$ cat config.mk
export PLATFORM = sky130hd
export DESIGN_NAME = wp_ctrl
export DESIGN_NICKNAME = d
export VERILOG_FILES = /design/src/rtl/wp_pkg.sv /design/src/rtl/wp_rst_sync.sv /design/src/rtl/wp_lock_bit.sv /design/src/rtl/wp_gate.sv /design/src/rtl/wp_seq.sv /design/src/rtl/wp_ctrl.sv
export SDC_FILE = /design/constraint.sdc
export NUM_CORES = 1
export LEC_CHECK = 0
export BUFFER_PORTS_ARGS = -buffer_cell sky130_fd_sc_hd__buf_2
export CAP_MARGIN = 5
export CORE_UTILIZATION = 29
export DETAILED_ROUTE_END_ITERATION = 8
export MAX_ROUTING_LAYER = met4
export PLACE_DENSITY_LB_ADDON = 0.08
export RECOVER_POWER = 100
export SLEW_MARGIN = 20
export SYNTH_ARGS = -nofsm -noshare
export SYNTH_HDL_FRONTEND = slang
export SYNTH_SLANG_ARGS = --single-unit
export TNS_END_PERCENT = 10
$ cat constraint.sdc
create_clock -name clk -period 2.2 [get_ports clk]
set_clock_uncertainty 0.15 [all_clocks]
set_input_delay 0.22 -clock clk [delete_from_list [all_inputs] [get_ports clk]]
set_output_delay 0.22 -clock clk [all_outputs]
set_load 0.05 [all_outputs]
$ cat src/rtl/wp_pkg.sv
package wp_pkg;
  typedef enum logic {
    CMD_ARRAY = 1'b0,
    CMD_LOCK  = 1'b1
  } wp_cmd_e;
endpackage

$ cat src/rtl/wp_rst_sync.sv
module wp_rst_sync (
  input  logic clk,
  input  logic arst_n,
  output logic srst_n
);
  logic stage_q;
  logic out_q;

  always_ff @(posedge clk or negedge arst_n) begin
    if (!arst_n) begin
      stage_q <= 1'b0;
      out_q   <= 1'b0;
    end else begin
      stage_q <= 1'b1;
      out_q   <= stage_q;
    end
  end

  assign srst_n = out_q;
endmodule

$ cat src/rtl/wp_lock_bit.sv
// Retained lock flag: only the blank-device clear resets it.
module wp_lock_bit (
  input  logic clk,
  input  logic fresh_n,
  input  logic set_en,
  output logic locked
);
  logic lock_q;
  logic lock_d;

  always_comb begin
    lock_d = lock_q;
    if (set_en) lock_d = 1'b1;
  end

  always_ff @(posedge clk or negedge fresh_n) begin
    if (!fresh_n) lock_q <= 1'b0;
    else          lock_q <= lock_d;
  end

  assign locked = lock_q;
endmodule

$ cat src/rtl/wp_gate.sv
// Per-byte permission: pin blocks all, lock blocks the half with MSB 0.
module wp_gate #(
  parameter int ADDR_W = 8
) (
  input  logic              req,
  input  logic [ADDR_W-1:0] addr,
  input  logic              wp_held,
  input  logic              locked,
  output logic              we
);
  logic low_half;
  logic lock_hit;

  always_comb begin
    low_half = ~addr[ADDR_W-1];
    lock_hit = locked & low_half;
    we       = req & ~wp_held & ~lock_hit;
  end
endmodule

$ cat src/rtl/wp_seq.sv
module wp_seq
  import wp_pkg::*;
#(
  parameter int ADDR_W  = 8,
  parameter int PAGE_W  = 4,
  parameter int TWR_CYC = 40
) (
  input  logic              clk,
  input  logic              rst_n,
  input  logic              cmd_valid,
  input  logic              cmd_kind,
  input  logic [ADDR_W-1:0] cmd_addr,
  input  logic [PAGE_W:0]   cmd_len,
  input  logic              wp_pin,
  output logic              busy,
  output logic              first_cyc,
  output logic              byte_req,
  output logic [ADDR_W-1:0] byte_addr,
  output logic [PAGE_W-1:0] byte_idx,
  output wp_cmd_e           kind,
  output logic              wp_held
);
  localparam int LEN_W  = PAGE_W + 1;
  localparam int CNT_W  = $clog2(TWR_CYC);
  localparam int CMP_W  = (CNT_W > LEN_W) ? CNT_W : LEN_W;
  localparam logic [LEN_W-1:0] PAGE_BYTES = LEN_W'(1 << PAGE_W);
  localparam logic [CNT_W-1:0] LAST_CNT   = CNT_W'(TWR_CYC - 1);

  logic              busy_q,  busy_d;
  logic [CNT_W-1:0]  cnt_q,   cnt_d;
  wp_cmd_e           kind_q,  kind_d;
  logic [ADDR_W-1:0] base_q,  base_d;
  logic [LEN_W-1:0]  num_q,   num_d;
  logic              wp_q,    wp_d;
  logic              accept;
  logic              cnt_en;
  logic [LEN_W-1:0]  len_clamped;
  logic [PAGE_W-1:0] low_sum;

  always_comb begin
    accept      = cmd_valid & ~busy_q;
    cnt_en      = busy_q;
    len_clamped = (cmd_len > PAGE_BYTES) ? PAGE_BYTES : cmd_len;

    busy_d = busy_q;
    cnt_d  = cnt_q;
    kind_d = kind_q;
    base_d = base_q;
    num_d  = num_q;
    wp_d   = wp_q;

    if (cnt_en) begin
      if (cnt_q == LAST_CNT) begin
        busy_d = 1'b0;
        cnt_d  = '0;
      end else begin
        cnt_d  = cnt_q + 1'b1;
      end
    end else if (accept) begin
      busy_d = 1'b1;
      cnt_d  = '0;
      kind_d = wp_cmd_e'(cmd_kind);
      base_d = cmd_addr;
      num_d  = len_clamped;
      wp_d   = wp_pin;
    end
  end

  always_ff @(posedge clk or negedge rst_n) begin
    if (!rst_n) begin
      busy_q <= 1'b0;
      cnt_q  <= '0;
      kind_q <= CMD_ARRAY;
      base_q <= '0;
      num_q  <= '0;
      wp_q   <= 1'b0;
    end else begin
      busy_q <= busy_d;
      cnt_q  <= cnt_d;
      kind_q <= kind_d;
      base_q <= base_d;
      num_q  <= num_d;
      wp_q   <= wp_d;
    end
  end

  always_comb begin
    low_sum   = base_q[PAGE_W-1:0] + cnt_q[PAGE_W-1:0];
    byte_addr = {base_q[ADDR_W-1:PAGE_W], low_sum};
    byte_idx  = cnt_q[PAGE_W-1:0];
    byte_req  = busy_q & (kind_q == CMD_ARRAY) & (CMP_W'(cnt_q) < CMP_W'(num_q));
    first_cyc = busy_q & (cnt_q == '0);
  end

  assign busy    = busy_q;
  assign kind    = kind_q;
  assign wp_held = wp_q;
endmodule

$ cat src/rtl/wp_ctrl.sv
module wp_ctrl
  import wp_pkg::*;
#(
  parameter int ADDR_W  = 8,
  parameter int PAGE_W  = 4,
  parameter int TWR_CYC = 40
) (
  input  logic              clk,
  input  logic              rst_n,
  input  logic              fresh_n,
  input  logic              wp_pin,
  input  logic              cmd_valid,
  input  logic              cmd_kind,
  input  logic [ADDR_W-1:0] cmd_addr,
  input  logic [PAGE_W:0]   cmd_len,
  output logic              busy,
  output logic              arr_we,
  output logic [ADDR_W-1:0] arr_addr,
  output logic [PAGE_W-1:0] arr_idx,
  output logic              prot_set,
  output logic              sw_locked
);
  logic              rst_sn;
  logic              first_cyc;
  logic              byte_req;
  logic [ADDR_W-1:0] byte_addr;
  logic [PAGE_W-1:0] byte_idx;
  wp_cmd_e           kind;
  logic              wp_held;
  logic              locked;
  logic              set_en;

  wp_rst_sync u_rst (
    .clk    (clk),
    .arst_n (rst_n),
    .srst_n (rst_sn)
  );

  wp_seq #(.ADDR_W(ADDR_W), .PAGE_W(PAGE_W), .TWR_CYC(TWR_CYC)) u_seq (
    .clk       (clk),
    .rst_n     (rst_sn),
    .cmd_valid (cmd_valid),
    .cmd_kind  (cmd_kind),
    .cmd_addr  (cmd_addr),
    .cmd_len   (cmd_len),
    .wp_pin    (wp_pin),
    .busy      (busy),
    .first_cyc (first_cyc),
    .byte_req  (byte_req),
    .byte_addr (byte_addr),
    .byte_idx  (byte_idx),
    .kind      (kind),
    .wp_held   (wp_held)
  );

  wp_gate #(.ADDR_W(ADDR_W)) u_gate (
    .req     (byte_req),
    .addr    (byte_addr),
    .wp_held (wp_held),
    .locked  (locked),
    .we      (arr_we)
  );

  always_comb begin
    set_en = first_cyc & (kind == CMD_LOCK) & ~wp_held & ~locked;
  end

  wp_lock_bit u_lock (
    .clk     (clk),
    .fresh_n (fresh_n),
    .set_en  (set_en),
    .locked  (locked)
  );

  assign arr_addr  = byte_addr;
  assign arr_idx   = byte_idx;
  assign prot_set  = set_en;
  assign sw_locked = locked;
endmodule

# ---- Word-level counts from Yosys, hierarchy flattened
# Cells that the tools add are included.
# W data, S select, Z words.
dict set report totals {
  reg_bits 25
  input_bits 19
}
dict set report op_classes {
  add_sub_neg 2
  order_cmp 2
  n_eq_ne 1
  mux 7
  bitwise 16
  n_reduce_logical 3
}
# operator n
set ops {}
lappend ops {{$mux W6} 3}
lappend ops {{$and A1 B1 Y1} 10}
lappend ops {{$add A6 B1 Y6 const B} 1}
lappend ops {{$eq A6 B6 Y1 const B} 1}
lappend ops {{$logic_not A6 Y1} 1}
lappend ops {{$lt A6 B5 Y1} 1}
lappend ops {{$not A1 Y1} 6}
lappend ops {{$gt A5 B5 Y1 const B} 1}
lappend ops {{$mux W5} 1}
lappend ops {{$add A4 B4 Y4} 1}
lappend ops {{$mux W1} 3}
lappend ops {{$reduce_and A2 Y1} 1}
lappend ops {{$reduce_bool A2 Y1} 1}

# ---- Logic depth before layout (Yosys ltp)
dict set report logic_depth {
  depth_word 5
  depth_mapped 5
}

# ---- Hierarchy
# Synthesis repeated with hierarchy kept, for this count alone.
dict set report hier_totals {
  cells_unflattened 127
  area_unflattened_um2 1371.3
}
# module instances cells_each area_per_inst_um2 seq_area_each_um2
set modules_own_cells {}
lappend modules_own_cells {wp_seq 1 119 1247.4 550.5}
lappend modules_own_cells {wp_rst_sync 1 3 53.8 50.0}
lappend modules_own_cells {wp_lock_bit 1 2 31.3 25.0}
lappend modules_own_cells {wp_gate 1 2 26.3 0.0}
lappend modules_own_cells {wp_ctrl 1 1 12.5 0.0}

# ---- Worst setup path after synthesis
# OpenSTA, ideal clock, no wires.
dict set report synth_path {
  kind {register to output}
  startpoint {reg u_seq.cnt_q[4]}
  endpoint {out arr_we}
  t_arrival_ns 2.221
  path_slack_ns -0.391
  path_stages_with_launch 5
  path_cell_list {dfrtp_1 > ha_1 > a211oi_1 > o21ai_0 > a211oi_1}
}
dict set report synth_between {
  elab_chain_len 4
}
# element line
set synth_rtl {}
lappend synth_rtl {{start, declared} wp_seq.sv:30} ;# logic [CNT_W-1:0] cnt_q, cnt_d;
lappend synth_rtl {{start signal, assigned} wp_seq.sv:79} ;# cnt_q <= cnt_d;
lappend synth_rtl {{$lt A6 B5 Y1} wp_seq.sv:91} ;# byte_req = busy_q & (kind_q == CMD_ARRAY) & (CMP_W'(cnt_q) < CMP_W'(num_q));
lappend synth_rtl {{$and A1 B1 Y1} wp_seq.sv:91}
lappend synth_rtl {{$and A1 B1 Y1 (2 in a row)} wp_gate.sv:17} ;# we = req & ~wp_held & ~lock_hit;
lappend synth_rtl {{end, declared} wp_ctrl.sv:17} ;# output logic arr_we,
# Every way passes these cells.

# ---- Worst setup path after layout
dict set report layout_path {
  startpoint {reg u_seq.cnt_q[1]}
  endpoint {out prot_set}
}
dict set report layout_between {
  elab_chain_len 5
}
# element line
set layout_rtl {}
lappend layout_rtl {{$logic_not A6 Y1} wp_seq.sv:92} ;# first_cyc = busy_q & (cnt_q == '0);
lappend layout_rtl {{$and A1 B1 Y1} wp_seq.sv:92}
lappend layout_rtl {{$and A1 B1 Y1 (3 in a row)} wp_ctrl.sv:65} ;# set_en = first_cyc & (kind == CMD_LOCK) & ~wp_held & ~locked;
lappend layout_rtl {{end, declared} wp_ctrl.sv:20} ;# output logic prot_set,
# Every way passes these cells.

==> flow_summary.ini <==
[status]
outcome = finished, final reports clean

[detailed_routing]
routedWlPerCell_um = 12.6
vias = 1106
vias_per_cell = 4.50
dr.pass1.iters = 4
drtAntennaViolNets = 0
drc = 0
drt-initial-drc-count = 26
routed_wl_um = 3090

[die]
initial_core_util_pct = 30.4
core_um2 = 4380
rows = 24
dieArea_um2 = 4870
dieHeight_um = 69.8
die_w_um = 69.8
num_io_pins = 35

[sta]
grt_setup_unrepaired = true
holdWs_ps = 8.74
slew_violations = 0
finalCriticalPeriod_ps = 2180
worst_pin_slew_ps = 655
relSlewSlack_pct = 56.4
fin_crit_sh_pct = 99.2
timing.fmax_ghz = 0.458
finalSetupViolations = 0
hold_viol = 0
setup_slack_ps = 17.9

[finish]
layout_common_cells = 39 x nand2_1, 29 x buf_2, 22 x dfrtp_1
final_net_count = 224
final_common_cell = nand2_1
area_growth_pct = 33.8
fillCellCount = 452
antenna_cells = 0
drive_above_1_share_pct = 31.4

[setup_path]
crit_type = flip-flop to primary output
endpoint_kind = primary output
required_ps = 1830
arrival_ps = 1810
crit_fanout = 5
cp-start-kind = flip-flop

[global_route]
overflow = 0
grt_pass1_vias = 1041
antenna_found_initial = 0
grt_pass1_wl_um = 5030
grt_start_max_net_pins = 15
grt_use_total_pct = 13.6

[synthesis]
synth_edf_count = 0
syn_inst = 143
syn-mean-instance-area_um2 = 9.31
yosys_warnings = 0
synth-seq-cells = 25
syn_area_um2 = 1330
synthArstFlopShare_pct = 100
synthDistinctLibCells = 30
syn_nets = 172
ys_seq_area_share_pct = 47.0
synthFlopType = dfrtp_1

[cts]
clk_pin_slew_ps = 100
cts_tree = built
ctsRootBufferMaster = clkbuf_8
htree_levels = 1
clock_path_buffers = 2
clk_latency_ps = 270
numCtsBuffers = 3
cts_num_sinks = 25

[place]
dp_hpwl_um = 2270
gp_congestion = 0.743
port_buffers = 34
pre_cts_slack_ps = 126

[power_and_ir_drop]
p_leak_nw = 0.906
max-vdd-ir-drop_uv = 846
powerDensity_nw_per_um2 = 1110

[flow_run]
cap_violations = 0

[worst_hold_path]
hold_class = input port to flip-flop
area by class of cell:
cell class	instances	area (µm²)	share of cell area [%]
clock buffer	3	41.3	2.32
multi-input combinational	94	598	33.6
sequential	25	629	35.3
timing repair buffer	59	398	22.3
inverter	12	45.0	2.53
tap	52	65.1	3.65
clock inverter	1	5.00	0.281
cell families (layout without fill, tap and decap cells):
group | Yosys count | in the layout | synth area share (%)
and+or+nand+nor | 56 | 56 | 19.9
DFF | 25 | 25 | 47.0
buffers and inverters | 24 | 75 | 9.12
AOI/OAI and AO/OA | 23 | 23 | 11.1
adders and majority gates | 10 | 10 | 9.96
xor gates and xnor gates | 4 | 4 | 2.63
other | 1 | 1 | 0.282
final timing paths:
path,startpoint,end,slack [ps],cells after the start
worst max-delay path,u_seq.cnt_q[1],prot_set,20,6
worst min-delay path,cmd_addr[1],u_seq.base_q[1],9,3
worst max register to register,u_seq.cnt_q[0],u_seq.cnt_q[5],440,5
worst min register to register,u_rst.srst_n,u_seq.cnt_q[3],60,0
max in group asynchronous,u_rst.srst_n,u_seq.base_q[7],900,1
min in group asynchronous,u_rst.srst_n,u_seq.cnt_q[3],60,0
critical path: stages, from the launching register on:
cell and delay, ps:
dfrtp_2 460, inv_2 90, ha_1 140, nand2_1 50
or4_4 500, nor3_4 130, buf_6 180
layer usage:
layer  global-route usage, %  vias to the layer above  wire length (µm)
li1                        -                      561                 -
met1                    17.8                      514              1470
met2                    21.6                       29              1450
met3                    3.78                        2               163
met4                    2.00                        0                12
met5                       -                        -                 0
state kept, by name, summed over array words and instances, names as in the netlist:
signal,count
u_seq.base_q,8
u_seq.busy,1
u_rst.stage_q,1
u_seq.wp_held,1
u_seq.cnt_q,6
u_rst.srst_n,1
u_lock.locked,1
u_seq.num_q,5
u_seq.kind,1
metrics by stage:
step	TNS [ps]	area (µm²)	std cells	power, mW	util (%)
after CTS	-118	1720	239	1.94	39.3
after floorplan	-361	1340	143	1.41	-
after global placement	0	1540	223	1.60	35.1
final	0	1780	246	1.98	40.6
after detailed placement	0	1540	223	1.61	35.1
after global routing	-91.4	1780	246	2.11	40.6
repair_timing:
action,CTS,global route
buffers inserted,1,7
hold endpoints to repair,12,0
gates resized for setup,7,8
pin swaps,0,3
hold buffers,11,0
setup endpoints to repair,5,5
synthesized netlist by cell type, drive strengths merged (2+ instances only):
| master | count | area, µm² |
|---|---|---|
| nand2 | 39 | 146 |
| dfrtp | 25 | 626 |
| inv | 12 | 45.0 |
| o21ai | 10 | 50.1 |
| buf | 9 | 65.1 |
| ha | 9 | 113 |
| nand3b | 4 | 30.0 |
| clkbuf | 3 | 11.3 |
| nand2b | 3 | 18.8 |
| nand3 | 3 | 15.0 |
| a211oi | 2 | 15.0 |
| a21oi | 2 | 10.0 |
| nor2b | 2 | 12.5 |
| o22ai | 2 | 12.5 |
| o31ai | 2 | 15.0 |
| or4 | 2 | 20.0 |
| xnor2 | 2 | 17.5 |
| xor2 | 2 | 17.5 |
power breakdown:
group          internal (mW)  leakage, nW  switching (mW)
Clock                  0.127       0.0255           0.155
Combinational          0.360        0.574           0.701
Sequential             0.547        0.307          0.0885
No activity file was read; power rests on OpenSTA's default activity.
